--- config.mk ---
export PLATFORM = sky130hd
export DESIGN_NAME = sbb_engine
export DESIGN_NICKNAME = d
export VERILOG_FILES = /design/src/rtl/sbb_pkg.sv /design/src/rtl/sbb_tick_gen.sv /design/src/rtl/sbb_rb_fifo.sv /design/src/rtl/sbb_pin_stage.sv /design/src/rtl/sbb_engine.sv
export SDC_FILE = /design/constraint.sdc
export NUM_CORES = 1
export LEC_CHECK = 0
export BUFFER_PORTS_ARGS = -buffer_cell sky130_fd_sc_hd__buf_2
export CORE_MARGIN = 2
export CORE_UTILIZATION = 40
export CTS_CLUSTER_SIZE = 10
export DETAILED_ROUTE_END_ITERATION = 16
export SYNTH_ARGS = -nofsm -noshare
export SYNTH_HDL_FRONTEND = slang
export SYNTH_SLANG_ARGS = --single-unit
export TNS_END_PERCENT = 30
--- constraint.sdc ---
create_clock -name clk -period 2.7 [get_ports clk]
set_input_delay 0.81 -clock clk [delete_from_list [all_inputs] [get_ports clk]]
set_output_delay 0.81 -clock clk [all_outputs]
set_load 0.02 [all_outputs]
--- src/rtl/sbb_pkg.sv ---
package sbb_pkg;

   typedef enum logic [7:0] {
      SBB_MODE_CLEAR = 8'h00,
      SBB_MODE_SYNC  = 8'h04
   } sbb_mode_e;

   typedef struct packed {
      logic run;
      logic clear;
   } sbb_ctl_t;

   function automatic sbb_ctl_t sbb_decode(input logic [7:0] mode);
      sbb_ctl_t c;
      c.run   = (mode == SBB_MODE_SYNC);
      c.clear = (mode == SBB_MODE_CLEAR);
      return c;
   endfunction

endpackage

--- src/rtl/sbb_tick_gen.sv ---
module sbb_tick_gen #(
   parameter int unsigned DIV = 4
) (
   input  logic clk,
   input  logic rst_n,
   output logic tick
);

   initial begin
      if (DIV < 1) $fatal(1, "sbb_tick_gen: DIV must be at least 1");
   end

   generate
      if (DIV == 1) begin : g_every
         logic unused_clk_rst;
         assign unused_clk_rst = clk ^ rst_n;
         assign tick = 1'b1;
      end else begin : g_count
         localparam int unsigned CW = $clog2(DIV);
         localparam logic [CW-1:0] LAST = CW'(DIV - 1);
         logic [CW-1:0] cnt;

         always_ff @(posedge clk or negedge rst_n) begin
            if (!rst_n)           cnt <= '0;
            else if (cnt == LAST) cnt <= '0;
            else                  cnt <= cnt + 1'b1;
         end

         assign tick = (cnt == LAST);
      end
   endgenerate

endmodule

--- src/rtl/sbb_rb_fifo.sv ---
module sbb_rb_fifo #(
   parameter int unsigned W     = 8,
   parameter int unsigned DEPTH = 4,
   localparam int unsigned AW   = $clog2(DEPTH),
   localparam int unsigned CW   = $clog2(DEPTH + 1)
) (
   input  logic          clk,
   input  logic          rst_n,
   input  logic          clear,
   input  logic          push,
   input  logic [W-1:0]  push_data,
   input  logic          pop,
   output logic [W-1:0]  head,
   output logic [CW-1:0] count,
   output logic          empty,
   output logic          full
);

   localparam logic [CW-1:0] CAP = CW'(DEPTH);

   initial begin
      if (DEPTH < 2 || (DEPTH & (DEPTH - 1)) != 0)
         $fatal(1, "sbb_rb_fifo: DEPTH must be a power of two, at least 2");
   end

   logic [W-1:0]  mem [DEPTH];
   logic [AW-1:0] wp, rp;
   logic          do_push, do_pop;

   assign empty   = (count == '0);
   assign full    = (count == CAP);
   assign do_push = push & ~full;
   assign do_pop  = pop & ~empty;
   assign head    = mem[rp];

   always_ff @(posedge clk) begin
      if (do_push) mem[wp] <= push_data;
   end

   always_ff @(posedge clk or negedge rst_n) begin
      if (!rst_n) begin
         wp    <= '0;
         rp    <= '0;
         count <= '0;
      end else if (clear) begin
         wp    <= '0;
         rp    <= '0;
         count <= '0;
      end else begin
         if (do_push) wp <= wp + 1'b1;
         if (do_pop)  rp <= rp + 1'b1;
         case ({do_push, do_pop})
            2'b10:   count <= count + 1'b1;
            2'b01:   count <= count - 1'b1;
            default: count <= count;
         endcase
      end
   end

endmodule

--- src/rtl/sbb_pin_stage.sv ---
module sbb_pin_stage #(
   parameter int unsigned   W         = 8,
   parameter logic [W-1:0]  RESET_VAL = '1
) (
   input  logic         clk,
   input  logic         rst_n,
   input  logic         clear,
   input  logic         start,
   input  logic [W-1:0] wr_data,
   input  logic [W-1:0] dir,
   input  logic [W-1:0] pins_in,
   output logic [W-1:0] drive,
   output logic [W-1:0] sample,
   output logic         busy
);

   logic [W-1:0] hold;

   always_ff @(posedge clk or negedge rst_n) begin
      if (!rst_n) begin
         drive <= RESET_VAL;
         hold  <= '0;
         busy  <= 1'b0;
      end else if (clear) begin
         drive <= RESET_VAL;
         hold  <= '0;
         busy  <= 1'b0;
      end else if (start) begin
         hold  <= wr_data;
         busy  <= 1'b1;
      end else if (busy) begin
         drive <= hold;
         busy  <= 1'b0;
      end
   end

   generate
      for (genvar i = 0; i < W; i++) begin : g_bit
         assign sample[i] = dir[i] ? drive[i] : pins_in[i];
      end
   endgenerate

endmodule

--- src/rtl/sbb_engine.sv ---
module sbb_engine #(
   parameter int unsigned  W         = 8,
   parameter int unsigned  DEPTH     = 4,
   parameter int unsigned  TICK_DIV  = 4,
   parameter logic [W-1:0] RESET_VAL = '1,
   localparam int unsigned CW        = $clog2(DEPTH + 1)
) (
   input  logic         clk,
   input  logic         rst_n,
   input  logic [7:0]   mode_i,
   input  logic [W-1:0] dir_i,
   input  logic         wr_valid_i,
   input  logic [W-1:0] wr_data_i,
   output logic         wr_ready_o,
   output logic         rd_valid_o,
   output logic [W-1:0] rd_data_o,
   input  logic         rd_ready_i,
   input  logic [W-1:0] pins_i,
   output logic [W-1:0] pins_o,
   output logic [W-1:0] pins_oe_o
);
   import sbb_pkg::*;

   initial begin
      if (W < 1) $fatal(1, "sbb_engine: W must be at least 1");
   end

   sbb_ctl_t     ctl;
   logic         tick;
   logic         accept;
   logic         pop;
   logic         fifo_empty, fifo_full;
   logic [CW-1:0] fifo_cnt;
   logic         stage_busy;
   logic [W-1:0] sample;

   assign ctl        = sbb_decode(mode_i);
   assign wr_ready_o = ctl.run & tick & ~fifo_full & ~stage_busy;
   assign accept     = wr_valid_i & wr_ready_o;
   assign rd_valid_o = ~fifo_empty;
   assign pop        = rd_valid_o & rd_ready_i;
   assign pins_oe_o  = dir_i;

   sbb_tick_gen #(.DIV(TICK_DIV)) u_tick (
      .clk   (clk),
      .rst_n (rst_n),
      .tick  (tick)
   );

   sbb_pin_stage #(.W(W), .RESET_VAL(RESET_VAL)) u_stage (
      .clk     (clk),
      .rst_n   (rst_n),
      .clear   (ctl.clear),
      .start   (accept),
      .wr_data (wr_data_i),
      .dir     (dir_i),
      .pins_in (pins_i),
      .drive   (pins_o),
      .sample  (sample),
      .busy    (stage_busy)
   );

   sbb_rb_fifo #(.W(W), .DEPTH(DEPTH)) u_fifo (
      .clk       (clk),
      .rst_n     (rst_n),
      .clear     (ctl.clear),
      .push      (accept),
      .push_data (sample),
      .pop       (pop),
      .head      (rd_data_o),
      .count     (fifo_cnt),
      .empty     (fifo_empty),
      .full      (fifo_full)
   );

endmodule

======== Word-level counts from Yosys, hierarchy flattened ========
Memory sizes are Yosys's and may differ from the RTL's.
Cells that the tools add are included.
operators by class
  add/sub/neg operators ................... 5
  equal/unequal tests ..................... 6
  mux-type cells .......................... 24
  bitwise operators ....................... 10
  reductions and logical operators ........ 8
operator list
  operator                                                                 count
  8-bit two-way mux                                                        5
  1-bit two-way mux                                                        12
  2-bit two-way mux                                                        5
  8-bit by 3-bit equality test with 1-bit output, second input constant    1
  8-bit logical NOT                                                        1
  2-bit nonzero test                                                       4
  1-bit AND                                                                7
  2-bit by 1-bit adder with 2-bit output, second input constant            3
  3-bit case mux with 2 select lines                                       1
  2-bit equality test, second input constant                               2
  3-bit by 1-bit adder with 3-bit output, second input constant            1
  3-bit equality test, second input constant                               1
  3-bit logical NOT                                                        1
  3-bit two-way mux                                                        1
  1-bit NOT                                                                3
  3-bit nonzero test                                                       1
  3-bit by 1-bit subtractor with 3-bit output, second input constant       1
  2-bit by 1-bit equality test with 1-bit output, second input constant    1
  2-bit by 1-bit inequality test with 1-bit output, second input constant  1
  2-bit AND reduction                                                      1
storage, ports and cells
  flip-flop bits (word level) ............. 26
  bits in writable memories ............... 32
  bits of input ports ..................... 36
  output and inout port bits .............. 26
  word-level logic and storage cells ...... 61
  memories kept ........................... 1
memory list
  name        words  width  rd ports  clocked after memory_dff  write ports  RTL line           source
  u_fifo.mem  4      8      1         0                         1            sbb_rb_fifo.sv:26  logic [W-1:0] mem [DEPTH];

======== Longest topological paths before layout ========
Gate-level depths: netlist of run 1.
  word-level depth ........................ 9
  mapped depth ............................ 10
  depth with buffers taken out ............ 9

======== By module ========
A second synthesis of run 1 with hierarchy kept.
second synthesis, totals
  cell total of the unflattened synthesis .. 196
  area total of the unflattened synthesis .. 2728.9 um^2
modules (own cells, without submodules)
  module         instances  cells an instance  area each (um^2)
  sbb_rb_fifo    1          103                1706.6
  sbb_pin_stage  1          72                 830.8
  sbb_engine     1          17                 125.1
  sbb_tick_gen   1          4                  66.3

======== Least setup slack after synthesis of run 1 ========
No wires, ideal clock.
  kind .................................... input-to-reg
  start point ............................. in mode_i[5]
  end point ............................... reg u_fifo.count[2]
  library setup time ...................... 0.128 ns
  arrival time ............................ 2.908 ns
  data required time ...................... 2.572 ns
  path slack .............................. -0.336 ns
  stages .................................. 10
  cell sequence ........................... nor4_4 -> nand2_1 -> or4_4 -> buf_6 -> ha_1 -> fa_1 -> xnor2_1 -> nor2_1 -> xnor2_1 -> nor2_1
on the way
  longest elaborated chain between the ends .. 9
RTL lines
  element                                                                                RTL line           source
  start: declaration                                                                     sbb_engine.sv:10   input logic [7:0] mode_i,
  8-bit by 3-bit equality test with 1-bit output                                         sbb_pkg.sv:15      c.run = (mode == SBB_MODE_SYNC);
  1-bit AND (3 in a row)                                                                 sbb_engine.sv:38   assign wr_ready_o = ctl.run & tick & ~fifo_full & ~stage_busy;
  1-bit AND                                                                              sbb_engine.sv:39   assign accept = wr_valid_i & wr_ready_o;
  1-bit AND                                                                              sbb_rb_fifo.sv:32  assign do_push = push & ~full;
  2-bit by 1-bit equality test with 1-bit output or 2-bit equality test (tied branches)  sbb_rb_fifo.sv:52  case ({do_push, do_pop})
  3-bit case mux with 2 select lines                                                     sbb_rb_fifo.sv:52
  3-bit two-way mux                                                                      sbb_rb_fifo.sv:45  end else if (clear) begin
  end signal: assignment                                                                 sbb_rb_fifo.sv:53  2'b10: count <= count + 1'b1;
  end signal: assignment                                                                 sbb_rb_fifo.sv:54  2'b01: count <= count - 1'b1;
  end signal: assignment                                                                 sbb_rb_fifo.sv:55  default: count <= count;
  end: declaration                                                                       sbb_rb_fifo.sv:14  output logic [CW-1:0] count,
Parallel ways exist; a longest one is shown, timed or not.
A chain may end at the register's enable or synchronous reset.

======== Worst setup path after layout of run 1 ========
  start point ............................. in mode_i[5]
  end point ............................... out wr_ready_o
on the way
  longest elaborated chain between the ends .. 4
RTL lines
  element                                         RTL line          source
  8-bit by 3-bit equality test with 1-bit output  sbb_pkg.sv:15
  1-bit AND (3 in a row)                          sbb_engine.sv:38
  end: declaration                                sbb_engine.sv:14  output logic wr_ready_o,
No other way between the ends.

==> impl_metrics.json, run 1 <==
{
  "place.gp.congestion": 0.791,
  "seq_area_frac_synth": 0.630,
  "switching_share": 0.260,
  "postSynthAreaPerCell_um2": 14.9,
  "synthesis.area_um2": 2570,
  "firstDrtPassIters": 4,
  "grt_pass1_wl_mm": 7.51,
  "relSlewSlack": 0.611,
  "total_power_uw": 2670,
  "cts_setup_buffers": 0,
  "drtIter0Drc": 51,
  "clockRootBuffer": "clkbuf_8",
  "yosysWarnings": 0,
  "top_usage_layer": "met2",
  "clockBufferDepth": 2,
  "n_fill_cell": 545,
  "grt.overflow.total": 0,
  "grt_max_degree": 27,
  "port_buffers": 61,
  "setup_viol": 0,
  "floorplan.initialDensity": 0.410,
  "synth_nets": 216,
  "rsz0062_at_grt": "no",
  "power.internal_uw": 1980,
  "io_pins": 62,
  "hp-class": "reg2reg",
  "cts_hold_buf": 0,
  "diodes": 0,
  "clkPwrFrac": 0.391,
  "core_area_um2": 6280,
  "drc_errors": 0,
  "whs_ns": 0.430,
  "ys_types": 28,
  "numCtsBuffers": 9,
  "pwr-share-comb": 0.212,
  "ir_drop_mv": 0.451,
  "grt_pass1_vias": 1561,
  "antenna_left": 0,
  "status": "complete, no violations",
  "hold_viol": 0,
  "worstPathArrival_ns": 1.81,
  "path_clk_slew_ns": 0.06,
  "fin_crit_ns": 2.62,
  "fin_nets": 285,
  "worstSetupPathType": "in2out",
  "place_ws_ns": -0.127,
  "clk_latency_ns": 0.32,
  "die_h_um": 84.2,
  "start_kind": "input pin",
  "grtUsageMet3": 0.0383,
  "drt_wl_total_mm": 4.54,
  "timing.hold.worst_path_depth": 1,
  "syn-instance-count": 173,
  "viasPerCell": 4.69,
  "power_density_nw_per_um2": 810,
  "syn_to_final_growth_pct": 28.3,
  "grt_use_met2": 0.214,
  "drv_slew": 0,
  "dieArea_um2": 7090,
  "antenna_found_initial": 0,
  "place_area_um2": 3030,
  "fmax_ghz": 0.382,
  "dr_total_vias": 1520,
  "critPathCaptureType": "output port",
  "r2r_cells": 9,
  "dpl.hpwl_mm": 3.22,
  "clock_sinks": 58,
  "drive_gt1_frac": 0.474,
  "rows": 29,
  "fp.dieW_um": 84.2,
  "post-route-period-util": 0.970,
  "p_sw_uw": 694,
  "maxCapViolations": 0,
  "fin_tns_setup_ns": 0,
  "grt.total_usage": 0.141,
  "clock_skew_ns": 0.00629,
  "leakage_uw": 0.00140,
  "use_met1": 0.187,
  "fin_ws_ns": 0.0799,
  "cts_tree": "yes",
  "final_cell_area_um2": 3300,
  "post_drt_wl_per_cell_um": 14.0,
  "seqPwrFrac": 0.397,
  "cp_max_fo": 3,
  "cts_max_level": 3,
  "worst_slew_pin_slew_ns": 0.583,
  "required_ns": 1.89,
  "ys_ff_latch": 58
}
==> synthesized netlist by cell type <==
cell	count	area, um^2
ha_1	6	75.1
mux2i_1	18	180
o31a_1	1	8.76
and2_1	4	25.0
xor2_1	2	17.5
a21oi_1	1	5.00
xnor2_1	3	26.3
nand2_1	21	78.8
nor4_1	2	12.5
dfstp_2	8	210
or4_4	1	11.3
nor2_1	8	30.0
inv_1	12	45.0
edfxtp_1	32	961
mux2_2	9	101
nor3b_1	1	7.51
or3_1	1	6.26
mux4_2	8	180
buf_4	8	60.1
nor3_1	1	5.00
nand2b_1	1	6.26
fa_1	1	20.0
buf_6	1	11.3
buf_2	1	5.00
clkbuf_1	2	7.51
nor4_4	1	21.3
buf_1	1	3.75
dfrtp_1	18	450
==> critical path: stages <==
cell	delay (ns)
buf_2	0.12
nor4_4	0.30
nand2_2	0.11
nor4_2	0.27
buf_2	0.20
==> final timing paths <==
| check | start | to | slack [ns] |
|---|---|---|---|
| worst max-delay path | mode_i[5] | wr_ready_o | 0.08 |
| worst min-delay path | u_tick.g_count.cnt[0] | u_tick.g_count.cnt[0] | 0.43 |
| min in group asynchronous | rst_n | u_fifo.count[2] | 0.48 |
| worst max register to register | u_tick.g_count.cnt[0] | u_fifo.count[2] | 0.50 |
| max in group asynchronous | rst_n | u_fifo.wp[1] | 1.83 |
| worst min register to register | u_tick.g_count.cnt[0] | u_tick.g_count.cnt[0] | 0.43 |
==> what timing repair did <==
item | in CTS | in global routing
pin swaps | 3 | 0
endpoints found under the setup margin | 1 | 1
resized for setup | 1 | 1
==> logic make-up after synthesis <==
kind of cell / share of synthesized area
flip-flops: 0.630
AND/OR/NAND/NOR: 0.0793
multiplexers: 0.179
buffers and inverters: 0.0516
adder cells (fa/ha/maj): 0.0370
XOR/XNOR: 0.0170
AO/OA/AOI/OAI: 0.00535
==> through the flow <==
step                      instances   util
after global routing            324  0.526
after floorplan                 173      -
final                           324  0.526
after detailed placement        309  0.483
after CTS                       324  0.525
after global placement          309  0.483
==> state kept, by name, indices dropped and copies added, names as in the netlist <==
name / cells
u_fifo.wp: 2
u_stage.busy: 1
u_fifo.count: 3
u_tick.g_count.cnt: 2
u_fifo.mem: 32
u_stage.drive: 8
u_stage.hold: 8
u_fifo.rp: 2
==> area by class of cell <==
| class | instances | area [um^2] | share of cell area |
|---|---|---|---|
| repair buffers | 71 | 430 | 0.130 |
| clock inverters | 7 | 140 | 0.0425 |
| multi-input cells | 90 | 842 | 0.255 |
| clock buffers | 9 | 124 | 0.0375 |
| inverters | 12 | 45.0 | 0.0137 |
| well taps | 77 | 96.3 | 0.0292 |
| flip-flops and latches | 58 | 1620 | 0.491 |
==> cell usage in the layout (no fill, tap or decap) <==
| master | count |
|---|---|
| nor3_1 | 1 |
| inv_6 | 1 |
| a21oi_1 | 1 |
| ha_1 | 5 |
| xor2_1 | 2 |
| inv_1 | 12 |
| fa_2 | 1 |
| nand2_1 | 20 |
| bufinv_16 | 4 |
| nand2_2 | 1 |
| clkinv_1 | 1 |
| nand2b_1 | 1 |
| and2_1 | 4 |
| or3_1 | 1 |
| mux4_2 | 8 |
| clkinvlp_4 | 1 |
| buf_12 | 4 |
| clkbuf_8 | 9 |
| mux2i_1 | 18 |
| nor2_1 | 8 |
| mux2_2 | 9 |
| or4_4 | 1 |
| buf_2 | 61 |
| dfstp_2 | 8 |
| edfxtp_1 | 32 |
| nor4_1 | 1 |
| nor3b_1 | 1 |
| nor4_4 | 1 |
| dfrtp_1 | 18 |
| ha_4 | 1 |
| nor4_2 | 1 |
| xnor2_1 | 3 |
| buf_4 | 6 |
| o31a_1 | 1 |
==> power groups by stage <==
stage	Combinational, uW	Sequential, uW	Clock, uW
6_report	565	1060	1040
5_1_grt	625	1070	1100
4_1_cts	577	1060	1070
3_5_place_dp	575	1080	0
3_3_place_gp	564	1080	0
2_1_floorplan	444	1040	0
==> per-layer routing <==
metal	vias to the layer above	wire length [um]
li1	745	-
met1	734	2110
met2	34	2170
met3	7	210
met4	0	55
met5	-	0
(Power assumes the default switching activity.)
==> run 2: changes to the inputs <==
Settings changed: GPL_TIMING_DRIVEN set to 0, PLACE_DENSITY_LB_ADDON set to 0.3.
==> run 2 against run 1 <==
  * The flow now finishes with violations (setup timing)
  * Combinational power is 9.2% higher
  * Clock-buffer cell count increased by 4
  * Fmax down 5.4%
  * Flip-flop and latch count unchanged
  * Sequential share of layout area rose by 1.9 points
  * Non-clock buffer count is 4 higher
  * Cell area is 3.7% lower
  * Highest routed layer unchanged
==> impl_metrics.json, run 2 (same netlist as run 1, synthesis figures left out) <==
{
  "mostFrequentLayoutCell": "buf_2",
  "worst_slew_pin_slew_ns": 0.633,
  "path_clk_slew_ns": 0.06,
  "top_register": "u_fifo.mem",
  "fmax_ghz": 0.361,
  "multiInputGateArea_um2": 841,
  "dr_total_vias": 1539,
  "io_pins": 62,
  "reg_top3": "u_fifo.mem: 32 flops, u_stage.drive: 8 flops, u_stage.hold: 8 flops",
  "drv_slew": 0,
  "core_area_um2": 6280,
  "cts_max_level": 3,
  "cts_hold_buf": 0,
  "dieArea_um2": 7090,
  "drt_wl_total_mm": 4.50,
  "dpl.hpwl_mm": 3.27,
  "fin_ws_ns": -0.0699,
  "status": "finished with violations",
  "place.gp.congestion": 0.726,
  "hold_viol": 0,
  "maxCapViolations": 0,
  "cts_tree": "yes",
  "rr_startpoint": "u_stage.busy",
  "violations": "setup timing",
  "syn_to_final_growth_pct": 23.5,
  "antenna_left": 0,
  "hp-class": "reg2reg",
  "required_ns": 2.90,
  "floorplan.initialDensity": 0.410,
  "grt_pass1_vias": 1531,
  "relSlewSlack": 0.578,
  "clockRootBuffer": "clkbuf_8",
  "drc_errors": 0,
  "numCtsBuffers": 9,
  "power_density_nw_per_um2": 720,
  "grt_max_degree": 27,
  "final_cell_mix": "buf_2 (61), edfxtp_1 (32), nand2_1 (21)",
  "diodes": 0,
  "port_buffers": 61,
  "viasPerCell": 4.69,
  "largest_reg_flops": 32,
  "clock_skew_ns": 0.00568,
  "drtIter0Drc": 27,
  "post-route-period-util": 1.03,
  "clk_latency_ns": 0.33,
  "cp_max_fo": 10,
  "worstPathArrival_ns": 2.97,
  "reg2reg_slack_ns": -0.02,
  "ir_drop_mv": 0.419,
  "place_area_um2": 2990,
  "clock_sinks": 58,
  "die_h_um": 84.2,
  "crit_start": "mode_i[5]",
  "drive_gt1_frac": 0.450,
  "grt.total_usage": 0.140,
  "final_cell_area_um2": 3180,
  "leakage_uw": 0.00136,
  "n_fill_cell": 560,
  "rows": 29,
  "ff_latch_area_um2": 1620,
  "crit_path_end": "u_fifo.count[2]",
  "grt.overflow.total": 0,
  "grt_pass1_wl_mm": 7.39,
  "fin_tns_setup_ns": -0.0699,
  "post_drt_wl_per_cell_um": 13.7,
  "worstSetupPathType": "in2reg",
  "antenna_found_initial": 0,
  "clockBufferDepth": 2,
  "fin_nets": 289,
  "rsz0062_at_grt": "yes",
  "setup_viol": 1,
  "r2r_cells": 10,
  "fin_crit_ns": 2.77,
  "firstDrtPassIters": 4,
  "r2r_end": "u_fifo.count[2]",
  "start_kind": "input pin",
  "critPathCaptureType": "register",
  "fp.dieW_um": 84.2
}
[run 2: changes by cell type in the layout (fill, tap and decap cells not counted), moves of 3 or more]
cell,change
buf_12,-3
bufinv_16,-4
clkbuf_1,+6
buf_4,+3
[run 2: critical path, stage by stage]
cell	delay [ns]
buf_8	0.10
nor4_4	0.31
nand2_1	0.14
or4_4	0.47
buf_12	0.18
ha_4	0.17
fa_2	0.35
xnor2_2	0.14
nor2_1	0.13
xnor2_1	0.13
nor2_1	0.05
[run 2: cell type report]
class | instances | area share
well taps | 77 | 0.0303
inverters | 12 | 0.0142
clock inverters | 3 | 0.00512
flip-flops and latches | 58 | 0.510
plain buffers | 13 | 0.0303
repair buffers | 62 | 0.102
clock buffers | 13 | 0.0437
multi-input cells | 90 | 0.265
[run 2: layer usage]
metal  global-route usage  up-vias  wire [um]
li1                     -      747          -
met1                0.177      743       2020
met2                0.214       44       2140
met3               0.0590        5        294
met4               0.0572        0         51
met5                    0        -          0
[run 2: repair_timing]
item,4_1_cts,5_1_grt
gates resized for setup,2,2
setup endpoints to repair,2,2
pin swaps,1,0
endpoints found under the hold margin,0,0
setup buffers,1,0
[run 2: power breakdown]
group | internal, uW | switching [uW]
clock network | 329 | 309
logic | 297 | 320
registers | 989 | 45.1
total | 1620 | 673
[run 2: worst min path at each step]
| stage | start | endpoint | slack, ns | cells after the start |
|---|---|---|---|---|
| 6_report | u_tick.g_count.cnt[0] | u_tick.g_count.cnt[0] | 0.43 | 1 |
| 5_1_grt | u_tick.g_count.cnt[0] | u_tick.g_count.cnt[0] | 0.46 | 1 |
| 4_1_cts | u_tick.g_count.cnt[0] | u_tick.g_count.cnt[0] | 0.44 | 1 |
| 3_5_place_dp | u_tick.g_count.cnt[0] | u_tick.g_count.cnt[0] | 0.43 | 1 |
| 3_3_place_gp | u_tick.g_count.cnt[0] | u_tick.g_count.cnt[0] | 0.42 | 1 |
| 2_1_floorplan | u_tick.g_count.cnt[0] | u_tick.g_count.cnt[0] | 0.41 | 1 |
[run 2: per-stage QoR]
stage	power [uW]	utilization	setup slack (ns)	hold slack [ns]	instances
floorplan	1490	-	-0.136	0.410	173
global placement	1650	0.477	-0.405	0.418	311
detailed placement	1660	0.477	-0.447	0.426	311
CTS	2310	0.504	-0.0223	0.436	328
global route	2420	0.506	-0.148	0.461	328
finish	2290	0.506	-0.0699	0.435	328
==> run 3: changes to the inputs <==
Settings changed: ABC_AREA set to 1.
==> run 3 against run 2 <==
  * The run now ends clean
  * Core utilization shrank 1.1 points
  * Global-route usage grew 1.2 points
  * Power up 7.6%
  * First-iteration DRC count rose to 2.9 times the previous value
  * Clock skew is 0.0018 ns higher
  * Non-clock buffer count is 3 higher
  * Fmax grew 8.9%
  * Worst setup slack improved by 0.23 ns
  * Area after synthesis rose by 7.0%
  * Die area rose by 6.7%
  * Synthesized cell count rose by 40%
  * Flip-flop and latch count did not move
  * Critical endpoint is now wr_ready_o
  * Largest power group unchanged
==> impl_metrics.json, run 3 <==
{
  "status": "complete, no violations",
  "start_kind": "input pin",
  "clk_latency_ns": 0.33,
  "fp.dieW_um": 87.0,
  "cp_max_fo": 10,
  "synth_nets": 285,
  "setup_viol": 0,
  "ys_ff_latch": 58,
  "fin_nets": 357,
  "timing.hold.worst_path_depth": 1,
  "syn_to_final_growth_pct": 21.0,
  "required_ns": 1.89,
  "final_cell_mix": "buf_2 (62), nor2_1 (39), edfxtp_1 (32)",
  "fin_crit_ns": 2.54,
  "yosysTopAreaCell": "edfxtp_1",
  "clock_sinks": 58,
  "grt.total_usage": 0.152,
  "maxCapViolations": 0,
  "floorplan.initialDensity": 0.410,
  "syn-instance-count": 242,
  "reg_top3": "u_fifo.mem: 32 flops, u_stage.drive: 8 flops, u_stage.hold: 8 flops",
  "cts_tree": "yes",
  "r2r_cells": 12,
  "synth_commonest_cells": "nor2_1 (39), edfxtp_1 (32), o21ai_0 (25)",
  "holdPathEnd": "u_tick.g_count.cnt[0]",
  "path_clk_slew_ns": 0.07,
  "reg2reg_slack_ns": 0.52,
  "async_flop_share": 0.448,
  "ys_types": 32,
  "grt.overflow.total": 0,
  "largest_reg_flops": 32,
  "port_buffers": 61,
  "clockBufferDepth": 2,
  "rsz0062_at_grt": "no",
  "drv_slew": 0,
  "synthFlopType": "edfxtp_1",
  "top_usage_layer": "met2",
  "final_util": 0.496,
  "post_drt_wl_per_cell_um": 13.5,
  "clockRootBuffer": "clkbuf_8",
  "worstSetupPathType": "in2out",
  "drive_gt1_frac": 0.429,
  "synth.most_common_cell": "nor2_1",
  "worstHoldStart": "u_tick.g_count.cnt[0]",
  "io_pins": 62,
  "clock_skew_ns": 0.00744,
  "dr_total_vias": 1927,
  "drt_wl_total_mm": 5.39,
  "top_register": "u_fifo.mem",
  "synth_edf_count": 32,
  "ir_drop_mv": 0.398,
  "antenna_left": 0,
  "mostFrequentLayoutCell": "buf_2",
  "post-route-period-util": 0.942,
  "grt_max_degree": 27,
  "drtIter0Drc": 78,
  "numCtsBuffers": 9,
  "die_h_um": 87.0,
  "place.gp.congestion": 0.745,
  "firstDrtPassIters": 4,
  "use_met1": 0.197,
  "core_area_um2": 6720,
  "grtUsageMet3": 0.0389,
  "power_density_nw_per_um2": 740,
  "critPathCaptureType": "output port",
  "grt_use_met2": 0.241,
  "netlist.area_leader.share": 0.349,
  "antenna_found_initial": 0,
  "rows": 30,
  "worstPathArrival_ns": 1.73,
  "synthTopCellsByArea": "edfxtp_1 (35%), dfrtp_1 (16%), dfstp_2 (7.6%), nor2_1 (5.3%), nand3_2 (4.7%)",
  "drc_errors": 0,
  "leakage_uw": 0.00143,
  "fmax_ghz": 0.393,
  "hold_viol": 0,
  "synthesis.area_um2": 2750,
  "dieArea_um2": 7560,
  "hp-class": "reg2reg",
  "cts_hold_buf": 0,
  "diodes": 0,
  "relSlewSlack": 0.613,
  "rr_startpoint": "u_stage.busy",
  "grt_pass1_vias": 1847,
  "dpl.hpwl_mm": 3.79,
  "postSynthAreaPerCell_um2": 11.4,
  "fin_tns_setup_ns": 0,
  "grt_pass1_wl_mm": 8.64,
  "cts_max_level": 3,
  "worst_slew_pin_slew_ns": 0.580,
  "viasPerCell": 4.83,
  "r2r_end": "u_fifo.count[2]",
  "yosysWarnings": 0,
  "seq_area_frac_synth": 0.589
}
## run 3: cell types whose count changed after synthesis, moves of 8 or more
cell     delta
mux2i_1    -18
nand3_2    +13
nand3_1     +8
nor2_1     +31
o21ai_0    +25
o22ai_1     +8
mux4_2      -8
## run 3: routing by layer
metal,share of wire,vias up
met4,0.014,0
met1,0.46,904
met3,0.061,7
met2,0.47,59
li1,-,957
met5,0,-
## run 3: power by group
part	switching [uW]	internal [uW]	total, uW	leakage (uW)
Sequential	44.2	985	1030	0.000603
Combinational	492	264	757	0.000753
Clock	348	328	676	0.0000791
## run 3: worst max-delay path by stage
| stage | from | end | slack [ns] | depth (start not counted) |
|---|---|---|---|---|
| floorplan | mode_i[7] | u_fifo.count[2] | 0.27 | 11 |
| global placement | mode_i[5] | u_fifo.count[2] | 0.05 | 12 |
| detailed placement | mode_i[7] | u_fifo.count[2] | 0.04 | 12 |
| CTS | u_fifo.rp[0] | rd_data_o[1] | 0.01 | 5 |
| global route | mode_i[5] | wr_ready_o | 0.06 | 8 |
| finish | mode_i[7] | wr_ready_o | 0.16 | 8 |
## run 3: stage by stage
stage / worst slack [ns] / power [uW] / cell area (um^2) / std cells / hold WS, ns
after floorplan: 0.274 / 1550 / 2750 / 242 / 0.409
after global placement: 0.0538 / 1780 / 3160 / 383 / 0.421
after detailed placement: 0.0353 / 1800 / 3160 / 383 / 0.430
after CTS: 0.0118 / 2480 / 3330 / 399 / 0.446
after global routing: 0.0580 / 2600 / 3330 / 399 / 0.463
final: 0.156 / 2460 / 3330 / 399 / 0.437
## run 3: cell families after synthesis
family	after synthesis	synth area share
muxes	7	0.0286
AOI/OAI and AO/OA	41	0.0845
xor gates and xnor gates	3	0.00955
buffers and inverters	35	0.0777
DFF	58	0.589
adders and majority gates	7	0.0345
and+or+nand+nor	91	0.176
## run 3: what timing repair did
| item | 4_1_cts | 5_1_grt |
|---|---|---|
| resized for setup | 0 | 3 |
| setup endpoints to repair | 0 | 7 |
| buffers inserted | 0 | 0 |
## run 3: area by class of cell
cell class,count,area [um^2]
Buffer,17,144
Clock buffer,9,124
Clock inverter,7,45.0
Fill cell,611,3390
Inverter,18,72.6
Multi-Input combinational cell,149,917
Sequential cell,58,1620
Tap cell,80,100
Timing Repair Buffer,61,305
## run 3: worst max-delay path, cell delays in order
cell and delay [ns]:
buf_2 0.09, nor2_1 0.09, nand2_1 0.13, nor2_4 0.17, nand2_2 0.06, inv_2 0.07
buf_12 0.13, buf_2 0.16
